==> config.mk <==
export PLATFORM = sky130hd
export DESIGN_NAME = oc_power_ctl
export DESIGN_NICKNAME = d
export VERILOG_FILES = /design/src/rtl/oc_power_ctl.sv
export SDC_FILE = /design/constraint.sdc
export NUM_CORES = 1
export LEC_CHECK = 0
export CAP_MARGIN = 25
export CORE_UTILIZATION = 37
export DETAILED_ROUTE_END_ITERATION = 10
export DONT_BUFFER_PORTS = 1
export GPL_TIMING_DRIVEN = 0
export SYNTH_ARGS = -nofsm -noshare
export SYNTH_HDL_FRONTEND = slang
export SYNTH_SLANG_ARGS = --single-unit
==> constraint.sdc <==
create_clock -name clk -period 3.7 [get_ports clk]
set_input_delay 0 -clock clk [delete_from_list [all_inputs] [get_ports clk]]
set_output_delay 0 -clock clk [all_outputs]
set_load 0.02 [all_outputs]
==> src/rtl/oc_power_ctl.sv <==
module oc_power_ctl #(
  parameter int NCH = 8,
  parameter int W   = 16
) (
  input  logic             clk,
  input  logic             rst_n,
  input  logic             sys_ce_i,
  input  logic             sleep_i,
  input  logic             idle_i,
  input  logic             tb_sidl_i,
  input  logic [NCH-1:0]   ch_en_i,
  input  logic [NCH-1:0]   ch_sidl_i,
  input  logic [2*NCH-1:0] mode_i,
  input  logic [NCH-1:0]   match_i,
  input  logic [W-1:0]     tmr_cnt_i,
  input  logic             tmr_roll_i,
  input  logic [NCH*W-1:0] duty_i,
  input  logic             fault_a_i,
  input  logic             fault_b_i,
  input  logic             fdir_a_i,
  input  logic             fdir_b_i,
  input  logic [NCH-1:0]   flt_clr_i,
  input  logic [NCH-1:0]   lat_i,
  input  logic [NCH-1:0]   tris_i,
  output logic [NCH-1:0]   pin_o,
  output logic [NCH-1:0]   pin_dir_o,
  output logic [NCH-1:0]   flt_o
);

  localparam int HALF = NCH / 2;

  wire fa = fault_a_i & fdir_a_i;
  wire fb = fault_b_i & fdir_b_i;
  wire awake = sys_ce_i & ~sleep_i;

  logic [NCH-1:0] out_q, flag_q, run, hit;
  logic [W-1:0]   dact [NCH];

  for (genvar k = 0; k < NCH; k++) begin : g_ch
    wire [1:0]   md   = mode_i[2*k +: 2];
    wire         pwm  = (md != 2'b00);
    wire         fmd  = (md == 2'b10);
    wire [W-1:0] dnew = duty_i[k*W +: W];
    wire [W-1:0] dsel = tmr_roll_i ? dnew : dact[k];
    wire         fin  = (k < HALF) ? fa : fb;

    assign run[k] = awake & ~(idle_i & (ch_sidl_i[k] | tb_sidl_i));
    assign hit[k] = ch_en_i[k] & fmd & fin;

    always_ff @(posedge clk or negedge rst_n) begin
      if (!rst_n) begin
        out_q[k] <= 1'b0;
        dact[k]  <= '0;
      end else if (run[k]) begin
        if (!ch_en_i[k]) out_q[k] <= 1'b0;
        else if (pwm) begin
          if (tmr_roll_i) dact[k] <= dnew;
          out_q[k] <= (tmr_cnt_i < dsel);
        end else if (match_i[k]) out_q[k] <= ~out_q[k];
      end
    end

    always_ff @(posedge clk or negedge rst_n) begin
      if (!rst_n)          flag_q[k] <= 1'b0;
      else if (hit[k])     flag_q[k] <= 1'b1;
      else if (flt_clr_i[k]) flag_q[k] <= 1'b0;
    end

    wire force_lo = hit[k] | flag_q[k];
    assign pin_o[k]     = ch_en_i[k] ? (out_q[k] & ~force_lo) : lat_i[k];
    assign pin_dir_o[k] = ch_en_i[k] ? 1'b0 : tris_i[k];
    assign flt_o[k]     = flag_q[k];

    p_halt_hold_r6: assert property (@(posedge clk) disable iff (!rst_n)
      !run[k] |=> $stable(out_q[k]));

    p_toggle_r4: assert property (@(posedge clk) disable iff (!rst_n)
      (run[k] && ch_en_i[k] && !pwm && match_i[k]) |=> (out_q[k] != $past(out_q[k])));

    p_duty_reload_r5: assert property (@(posedge clk) disable iff (!rst_n)
      !(run[k] && ch_en_i[k] && pwm && tmr_roll_i) |=> $stable(dact[k]));

    p_flag_set_r9: assert property (@(posedge clk) disable iff (!rst_n)
      hit[k] |=> flt_o[k]);

    p_flag_sticky_r11: assert property (@(posedge clk) disable iff (!rst_n)
      (flt_o[k] && !flt_clr_i[k]) |=> flt_o[k]);

    p_fault_low_r11: assert property (@(posedge clk) disable iff (!rst_n)
      (ch_en_i[k] && flt_o[k]) |-> !pin_o[k]);
  end

endmodule

==> results of run 1 <==
==> layout by cell type (no fill, tap or decap), drive strengths merged, types with 8 or more instances in the layout <==
cell type | synthesis | layout
dlygate4sd3 | 0 | 172
dfrtp | 144 | 144
mux2i | 129 | 129
a21oi | 128 | 128
nor2 | 121 | 121
ha | 120 | 120
o21ai | 75 | 75
nand2 | 59 | 59
buf | 37 | 38
nor2b | 23 | 23
clkbuf | 4 | 23
a21o | 20 | 20
nand4 | 18 | 18
inv | 13 | 15
mux2 | 10 | 10
nand3 | 10 | 10
nand4b | 9 | 9
o31ai | 8 | 8
a211oi | 8 | 8
==> state kept, by name, indices dropped and copies added, names as in the netlist <==
name,cells
flt_o,8
dact,128
out_q,8
==> where the power goes <==
part | leakage, nW | switching, mW | internal [mW]
sequential | 1.69 | 0.228 | 1.98
clock | 0.308 | 0.728 | 1.20
combinational | 3.74 | 0.819 | 0.795
total | 5.74 | 1.77 | 3.98
==> critical path, cell delays in order <==
cell,delay (ns)
sky130_fd_sc_hd__buf_6,0.19
sky130_fd_sc_hd__buf_4,0.21
sky130_fd_sc_hd__buf_4,0.25
sky130_fd_sc_hd__buf_6,0.23
sky130_fd_sc_hd__mux2i_1,0.26
sky130_fd_sc_hd__ha_1,0.27
sky130_fd_sc_hd__and3_1,0.16
sky130_fd_sc_hd__a22o_1,0.22
sky130_fd_sc_hd__o21ai_0,0.14
sky130_fd_sc_hd__nand3_1,0.09
sky130_fd_sc_hd__dlygate4sd3_1,0.56
sky130_fd_sc_hd__o31ai_1,0.21
sky130_fd_sc_hd__dlygate4sd3_1,0.59
==> per-layer routing <==
metal  vias to the layer above  global-route usage, %  share of wire [%]
met5                         -                      0              0.040
met4                         2                   8.45                2.7
met3                        39                   4.65                5.8
met2                       272                   40.1                 46
met1                      4059                   32.6                 46
li1                       4076                      -                  -
==> cell type report <==
type	count	share of cell area, %
Clock buffer	19	3.48
Tap cell	330	3.31
Buffer	41	1.91
Sequential cell	144	28.9
Inverter	13	0.392
Timing Repair Buffer	173	14.0
Clock inverter	13	1.69
Antenna cell	4	0.0804
Multi-Input combinational cell	801	46.2
==> timing repair <==
| item | CTS | global route |
|---|---|---|
| buffers inserted | 0 | 0 |
| endpoints found under the hold margin | 288 | 0 |
| gates resized for setup | 0 | 0 |
| hold buffers | 173 | 0 |
==> cell families after synthesis <==
logic type / Yosys count / synth area share (%)
AOI/OAI and AO/OA: 270 / 16.2
adders and majority gates: 120 / 15.6
buffers and inverters: 54 / 2.97
DFF: 144 / 37.4
muxes: 139 / 14.6
and+or+nand+nor: 272 / 13.3
==> through the flow <==
stage / hold slack [ns] / power (mW) / worst slack, ns
2_1_floorplan: -0.296 / 3.28 / 1.75
3_3_place_gp: -0.292 / 3.53 / 1.29
5_1_grt: 0.0240 / 6.13 / 0.498
3_5_place_dp: -0.292 / 3.60 / 1.30
6_report: 0.0175 / 5.75 / 0.665
4_1_cts: 0.00189 / 5.79 / 0.721
==> worst max-delay path by stage <==
stage	from	endpoint	slack (ns)
3_3_place_gp	tmr_roll_i	out_q[0]$_DFFE_PN0P_	1.29
4_1_cts	tmr_roll_i	out_q[6]$_DFFE_PN0P_	0.72
2_1_floorplan	tmr_roll_i	out_q[6]$_DFFE_PN0P_	1.75
6_report	tmr_roll_i	out_q[6]$_DFFE_PN0P_	0.67
5_1_grt	tmr_roll_i	out_q[6]$_DFFE_PN0P_	0.50
3_5_place_dp	tmr_roll_i	out_q[0]$_DFFE_PN0P_	1.30
==> metrics.yaml, run 1 <==
run_status: "finished, final reports clean"
timing.max_cap.violations: 0
synth-edff-count: 0
syn-mean-instance-area_um2: 9.65
worst_hold_path_depth: 4
via_count_of_the_first_global_routing_pass: 8387
ff2ff_path_depth: 9
worst_ep_arrival_time_ns: 3.40
wl_per_cell_um: 21.1
finalWirelength_um: 32500
combined_area_of_the_multi_input_logic_cells_mm2: 0.00575
syn_to_final_growth_pct: 29.2
hold_path.class: "in2reg"
launch_point_of_the_worst_reg_to_reg_path: "dact[22]$_DFFE_PN0P_"
min_from: "ch_en_i[3]"
ios: 243
tightest_slew_ns: 0.799
layout_min_cycle_time_ns: 3.03
drt_iter0_markers: 477
report.final.setup_viol: 0
fp.dieW_um: 163
dieHeight_um: 163
synthCells: 999
number_of_fill_cells: 2390
grt_setup_unrepaired: "false"
core_area_mm2: 0.0254
critPathLaunchType: "input pin"
final_core_density_pct: 49.0
final_layout_size_suffix_gt1_share_pct: 7.31
grt_use_total_pct: 24.7
clkSlewWorstSetupHoldPaths_ns: 0.07
post-route-period-util_pct: 82.0
placementRows: 58
buffer_ports.inserted: 0
drc: 0
post_layout_nonfiller_instances: 1538
tritoncts_num_sinks: 144
place.detailed.instances: 1329
yosys_warnings: 0
dominant_cell_by_count_in_the_synthesized_netlist: "sky130_fd_sc_hd__dfrtp_1"
synth_ff_type: "sky130_fd_sc_hd__dfrtp_1"
overflow_left_after_global_routing: 0
power.density_cell_area_mw_per_mm2: 462
cp-end-kind: "flop"
nets: 1530
final.setup_skew_ns: 0.00908
postLayoutCellArea_mm2: 0.0125
ys_top_cells_by_area: "sky130_fd_sc_hd__dfrtp_1 37%, sky130_fd_sc_hd__ha_1 16%, sky130_fd_sc_hd__mux2i_1 13%, sky130_fd_sc_hd__a21oi_1 6.6%, sky130_fd_sc_hd__nor2_1 4.5%"
synthesis.nets: 1338
worst-setup-path-type: "in2reg"
fp.dieArea_mm2: 0.0267
drt.antenna.violating_nets: 0
cts_htree_levels: 4
totalNegativeSetupSlack_ns: 0
ys_seq_area_share_pct: 37.4
largest_net_degree_at_the_start_of_global_routing: 145
syn_area_mm2: 0.00964
post_synth_top_area_share_pct: 37.4
post_drt_via_cell_ratio: 5.49
hold_path_end: "dact[64]$_DFFE_PN0P_"
cts_max_path_buffers: 2
drtPass1Iterations: 5
final_max_slew_viol_count: 0
postPlaceCellArea_mm2: 0.0101
synth_largest_area_cell: "sky130_fd_sc_hd__dfrtp_1"
initial_antenna_violation_count: 4
via_count: 8448
worst_r2r_endpoint: "out_q[6]$_DFFE_PN0P_"
floorplan.initialDensity_pct: 38.0
grt_first_pass_wirelength_um: 48400
p_leak_nw: 5.74
cts-buffers-inserted: 17
root_buffer_master: "sky130_fd_sc_hd__clkbuf_16"
synth.top_cells.by_count: "144 x sky130_fd_sc_hd__dfrtp_1, 129 x sky130_fd_sc_hd__mux2i_1, 128 x sky130_fd_sc_hd__a21oi_1"
worst_skew_pair.late_latency_ns: 0.42
worst-r2r-setup-slack_ns: 0.81
critical_path_peak_fanout: 10
synth.distinct_cells: 48
ir_drop_v: 0.000258
place_hpwl_um: 22700
worstPathRequired_ns: 4.06
slew_headroom_pct: 46.6
tritoncts: "done"
layout.area.seq_mm2: 0.00360
clock.fmax_mhz: 330
globalplace.congestion: 0.867
hold_violations: 0
yosys_reg_bits: 144
asyncSetResetFlopFracSynth_pct: 100
Note: power is estimated with default switching activity, not from simulation.
==> run 2: changes to the inputs <==
Clock period 3.7 ns to 2.6 ns, I/O delays scaled along.
==> run 2 against run 1 <==
The flow now finishes with violations (hold timing). Global-route usage is essentially flat. Register-to-register slack worse by 0.55 ns. Final cell count is essentially flat. Via count increased by 0.27%. Sequential power up 42%. Critical endpoint unchanged. Largest power group unchanged.
==> metrics.yaml, run 2 (synthesis results as in run 1) <==
ff2ff_path_depth: 8
run_status: "complete, but fails checks"
grt_use_total_pct: 24.6
totalNegativeSetupSlack_ns: 0
drtPass1Iterations: 5
finalWirelength_um: 32400
placementRows: 58
worst_slack_ns: 0.194
tightest_slew_ns: 0.838
cts_htree_levels: 4
globalplace.congestion: 0.867
nets: 1531
hold_violations: 145
power.density_cell_area_mw_per_mm2: 653
cp-end-kind: "flop"
final.setup_skew_ns: 0.00938
timing.max_cap.violations: 0
totalPowerFinal_mw: 8.14
grt_setup_unrepaired: "false"
postPlaceCellArea_mm2: 0.0101
wl_per_cell_um: 21.1
drc: 0
critPathCapture: "out_q[6]$_DFFE_PN0P_"
fp.dieArea_mm2: 0.0267
ios: 243
core_area_mm2: 0.0254
report.final.setup_viol: 0
floorplan.initialDensity_pct: 38.0
place.detailed.instances: 1329
post_layout_nonfiller_instances: 1539
launch_point_of_the_worst_reg_to_reg_path: "dact[46]$_DFFE_PN0P_"
post-place-ws_ns: 0.196
via_count_of_the_first_global_routing_pass: 8333
place_hpwl_um: 22700
layout_commonest_cell: "sky130_fd_sc_hd__dlygate4sd3_1"
initial_antenna_violation_count: 4
clock.fmax_mhz: 416
largest_net_degree_at_the_start_of_global_routing: 145
cts-buffers-inserted: 17
root_buffer_master: "sky130_fd_sc_hd__clkbuf_16"
post_cts_buffers: 0
final_layout_size_suffix_gt1_share_pct: 7.30
worst-setup-path-type: "in2reg"
regMostFlops: "dact"
worst_ep_arrival_time_ns: 2.74
tritoncts_num_sinks: 144
dieHeight_um: 163
tritoncts: "done"
grt_first_pass_wirelength_um: 48300
overflow_left_after_global_routing: 0
hold_path.class: "in2async"
cts_hold_buf: 174
p_leak_nw: 5.73
fp.dieW_um: 163
final_core_density_pct: 49.1
layout_min_cycle_time_ns: 2.41
largest_reg_flops: 128
post_drt_via_cell_ratio: 5.50
number_of_fill_cells: 2389
drt_iter0_markers: 482
post-route-period-util_pct: 92.6
fin_worst_hold_slack_ns: -0.730
mostFrequentLayoutCells: "174 x sky130_fd_sc_hd__dlygate4sd3_1, 144 x sky130_fd_sc_hd__dfrtp_1, 128 x sky130_fd_sc_hd__mux2i_1, 128 x sky130_fd_sc_hd__a21oi_1, 120 x sky130_fd_sc_hd__ha_1"
worstPathRequired_ns: 2.93
postLayoutCellArea_mm2: 0.0125
worst_skew_pair.late_latency_ns: 0.42
clkSlewWorstSetupHoldPaths_ns: 0.07
worst-r2r-setup-slack_ns: 0.26
slew_headroom_pct: 44.1
violated_checks: "hold timing"
critical_path_peak_fanout: 10
drt.antenna.violating_nets: 0
buffer_ports.inserted: 0
final_max_slew_viol_count: 0
worst_r2r_endpoint: "out_q[5]$_DFFE_PN0P_"
cp-startpoint: "tmr_roll_i"
critPathLaunchType: "input pin"
ir_drop_v: 0.000368
syn_to_final_growth_pct: 29.3
cts_max_path_buffers: 2
via_count: 8471
-- run 2: worst min-delay path by stage --
stage	start	to	slack, ns	depth (start not counted)
5_1_grt	rst_n	flt_o[3]$_DFFE_PN0P_	-0.75	0
2_1_floorplan	rst_n	dact[0]$_DFFE_PN0P_	-0.30	0
3_3_place_gp	rst_n	flt_o[3]$_DFFE_PN0P_	-0.29	0
3_5_place_dp	rst_n	flt_o[3]$_DFFE_PN0P_	-0.29	0
4_1_cts	rst_n	flt_o[3]$_DFFE_PN0P_	-0.76	0
6_report	rst_n	flt_o[3]$_DFFE_PN0P_	-0.73	0
-- run 2: final cells by class --
type                       count  area (um^2)  share of cell area, %
clock inverter                13          210                   1.69
timing repair buffer         174         1740                   14.0
buffer                        41          246                   1.98
multi-input combinational    801         5750                   46.2
clock buffer                  19          433                   3.47
inverter                      13         48.8                  0.392
antenna                        4         10.0                 0.0803
sequential                   144         3600                   28.9
tap                          330          413                   3.31
-- run 2: critical path, stage by stage --
cell and delay (ns):
sky130_fd_sc_hd__buf_6 0.18, sky130_fd_sc_hd__buf_4 0.22, sky130_fd_sc_hd__buf_6 0.20, sky130_fd_sc_hd__buf_6 0.23, sky130_fd_sc_hd__mux2i_1 0.27, sky130_fd_sc_hd__ha_1 0.27, sky130_fd_sc_hd__and3_1 0.16, sky130_fd_sc_hd__a22o_1 0.22
sky130_fd_sc_hd__o21ai_0 0.14, sky130_fd_sc_hd__nand3_1 0.08, sky130_fd_sc_hd__dlygate4sd3_1 0.56, sky130_fd_sc_hd__o31ai_1 0.19
-- run 2: repair_timing --
item | in CTS | in global routing
endpoints found under the hold margin | 288 | 144
gates resized for setup | 0 | 4
setup endpoints to repair | 0 | 2
-- run 2: per-layer routing --
| metal | wire length [um] | share of wire, % | GRT usage [%] |
|---|---|---|---|
| met5 | 13 | 0.040 | 0 |
| met4 | 809 | 2.5 | 8.24 |
| met3 | 2040 | 6.3 | 4.39 |
| met2 | 14900 | 46 | 39.8 |
| met1 | 14700 | 45 | 33.0 |
-- run 2: where the power goes --
part / internal [mW] / total (mW) / switching (mW) / leakage [nW]
sequential: 2.82 / 3.14 / 0.326 / 1.69
combinational: 1.13 / 2.25 / 1.12 / 3.73
clock: 1.71 / 2.75 / 1.04 / 0.308
total: 5.66 / 8.14 / 2.48 / 5.73
==> run 3: changes to the inputs <==
Settings changed: CORE_ASPECT_RATIO set to 0.7.
==> run 3 against run 2 <==
The flow still finishes with violations (hold timing). Utilization shrank 0.24 points. Combinational power about the same. Sequential share of layout area shrank 0.12 points. Wire length increased by 2.0%. Global-route usage rose by 0.37 points. Sequential power is essentially flat. Highest routed layer is now met4.
==> metrics.yaml, run 3 (synthesis results as in run 1) <==
initial_antenna_violation_count: 2
netSwitchingFraction_pct: 30.3
cts_hold_buf: 177
ff2ff_path_depth: 8
hold_violations: 144
drc: 0
timing.max_cap.violations: 0
fp.dieArea_mm2: 0.0267
worst-r2r-setup-slack_ns: 0.14
worst_r2r_endpoint: "out_q[6]$_DFFE_PN0P_"
clock.fmax_mhz: 404
violated_checks: "hold timing"
worst-setup-path-type: "in2reg"
root_buffer_master: "sky130_fd_sc_hd__clkbuf_16"
final_max_slew_viol_count: 0
nets: 1534
layout_commonest_cell: "sky130_fd_sc_hd__dlygate4sd3_1"
net_switching_power_mw: 2.51
place.detailed.instances: 1330
hold_path.class: "in2async"
dieHeight_um: 137
buffer_ports.inserted: 0
post_drt_via_cell_ratio: 5.57
report.final.setup_viol: 0
globalplace.congestion: 0.812
ir_drop_v: 0.000479
worst_ep_arrival_time_ns: 2.82
ios: 243
cts_htree_levels: 4
placementRows: 49
grt_use_total_pct: 25.0
clkSlewWorstSetupHoldPaths_ns: 0.06
tritoncts_num_sinks: 144
drt_iter0_markers: 535
cells_along_the_critical_path: "buf_6, buf_4, buf_2, mux2i_1, ha_1, and3_1, a22o_1, o21ai_0, nand3_1, dlygate4sd3_1, o31ai_1"
number_of_fill_cells: 2418
syn_to_final_growth_pct: 29.8
critical_path.max_stage_delay_ns: 0.57
final.setup_skew_ns: 0.00947
final_layout_size_suffix_gt1_share_pct: 7.37
power.density_cell_area_mw_per_mm2: 661
via_count_of_the_first_global_routing_pass: 8332
worst_skew_pair.late_latency_ns: 0.44
layout_min_cycle_time_ns: 2.48
mostFrequentLayoutCells: "177 x sky130_fd_sc_hd__dlygate4sd3_1, 144 x sky130_fd_sc_hd__dfrtp_1, 128 x sky130_fd_sc_hd__mux2i_1, 128 x sky130_fd_sc_hd__a21oi_1, 120 x sky130_fd_sc_hd__ha_1"
fp.dieW_um: 195
cts-buffers-inserted: 17
critPathLaunchType: "input pin"
run_status: "complete, but fails checks"
critical_path_peak_fanout: 10
via_count: 8588
totalNegativeSetupSlack_ns: 0
grt_first_pass_wirelength_um: 49000
largest_reg_flops: 128
post_cts_buffers: 0
post-route-period-util_pct: 95.3
slew_headroom_pct: 49.4
critPathSlowestCell: "sky130_fd_sc_hd__dlygate4sd3_1"
post_layout_nonfiller_instances: 1541
largest_net_degree_at_the_start_of_global_routing: 145
share_clk_of_total_power_pct: 34.5
combPwrFrac_pct: 27.6
cp-end-kind: "flop"
place_hpwl_um: 23200
tightest_slew_ns: 0.759
cts_max_path_buffers: 2
launch_point_of_the_worst_reg_to_reg_path: "dact[22]$_DFFE_PN0P_"
power.share.sequential_pct: 37.9
core_area_mm2: 0.0256
regMostFlops: "dact"
finalWirelength_um: 33100
wl_per_cell_um: 21.5
fin_worst_hold_slack_ns: -0.752
worstPathRequired_ns: 2.94
cellInternalPower_mw: 5.77
tritoncts: "done"
drt.antenna.violating_nets: 0
grt_setup_unrepaired: "false"
overflow_left_after_global_routing: 0
floorplan.initialDensity_pct: 37.6
cp-startpoint: "tmr_roll_i"
drtPass1Iterations: 4
p_leak_nw: 5.77
[run 3: changes by cell type in the layout (fill, tap and decap cells not counted)]
cell / before / now
sky130_fd_sc_hd__clkinvlp_4: 2 / 0
sky130_fd_sc_hd__o31ai_2: 0 / 1
sky130_fd_sc_hd__o31ai_1: 8 / 7
sky130_fd_sc_hd__buf_2: 26 / 27
sky130_fd_sc_hd__diode_2: 4 / 2
sky130_fd_sc_hd__inv_6: 2 / 0
sky130_fd_sc_hd__dlygate4sd3_1: 174 / 177
sky130_fd_sc_hd__clkbuf_4: 2 / 1
sky130_fd_sc_hd__clkbuf_8: 0 / 4
[run 3: repair_timing]
action / CTS / global route
hold endpoints to repair: 288 / 144
gates resized for setup: 0 / 4
setup endpoints to repair: 0 / 3
[run 3: critical path, delay by kind of cell]
| kind | cells | cell delay, ns |
|---|---|---|
| buf+inv | 4 | 1.29 |
| compound gates | 3 | 0.62 |
| mux | 1 | 0.30 |
| simple gates | 2 | 0.30 |
| fa+ha+maj | 1 | 0.29 |
[run 3: area by class of cell]
cell class	count	area (um^2)	share of cell area, %
Inverter	13	48.8	0.390
Sequential cell	144	3600	28.8
Antenna cell	2	5.00	0.0400
Multi-Input combinational cell	801	5760	46.0
Timing Repair Buffer	177	1770	14.2
Clock inverter	9	178	1.42
Buffer	41	244	1.95
Tap cell	331	414	3.31
Clock buffer	23	488	3.90
[run 3: worst max-delay path by stage]
stage	endpoint	slack [ns]	cells after the start
2_1_floorplan	out_q[6]$_DFFE_PN0P_	0.65	11
3_3_place_gp	out_q[0]$_DFFE_PN0P_	0.07	11
6_report	out_q[6]$_DFFE_PN0P_	0.12	11
5_1_grt	out_q[6]$_DFFE_PN0P_	0.02	11
4_1_cts	out_q[0]$_DFFE_PN0P_	0.06	12
3_5_place_dp	out_q[0]$_DFFE_PN0P_	0.08	11
[run 3: per-stage QoR]
stage	util, %	area (um^2)	hold slack [ns]	setup slack (ns)	total power, mW
global placement	39.2	10100	-0.292	0.0705	5.03
finish	48.8	12500	-0.752	0.123	8.27
floorplan	-	9640	-0.296	0.650	4.67
global route	48.8	12500	-0.771	0.0182	8.79
detailed placement	39.2	10100	-0.293	0.0789	5.13
CTS	48.7	12500	-0.769	0.0582	8.29
[run 3: per-layer routing]
| layer | up-vias | part of all wire, % | routed length, um | track usage, % |
|---|---|---|---|---|
| li1 | 4080 | - | - | - |
| met1 | 4171 | 47 | 15400 | 34.3 |
| met2 | 316 | 45 | 14900 | 39.7 |
| met3 | 21 | 7.6 | 2510 | 5.91 |
| met4 | 0 | 0.96 | 316 | 5.91 |
| met5 | - | 0 | 0 | 0 |
[run 3: power by group through the flow]
stage | Clock (mW) | Sequential (mW) | Combinational, mW
final | 2.86 | 3.14 | 2.28
after global routing | 2.98 | 3.21 | 2.59
after CTS | 2.90 | 3.13 | 2.26
after detailed placement | 0 | 3.17 | 1.96
after global placement | 0 | 3.14 | 1.88
after floorplan | 0 | 3.09 | 1.58
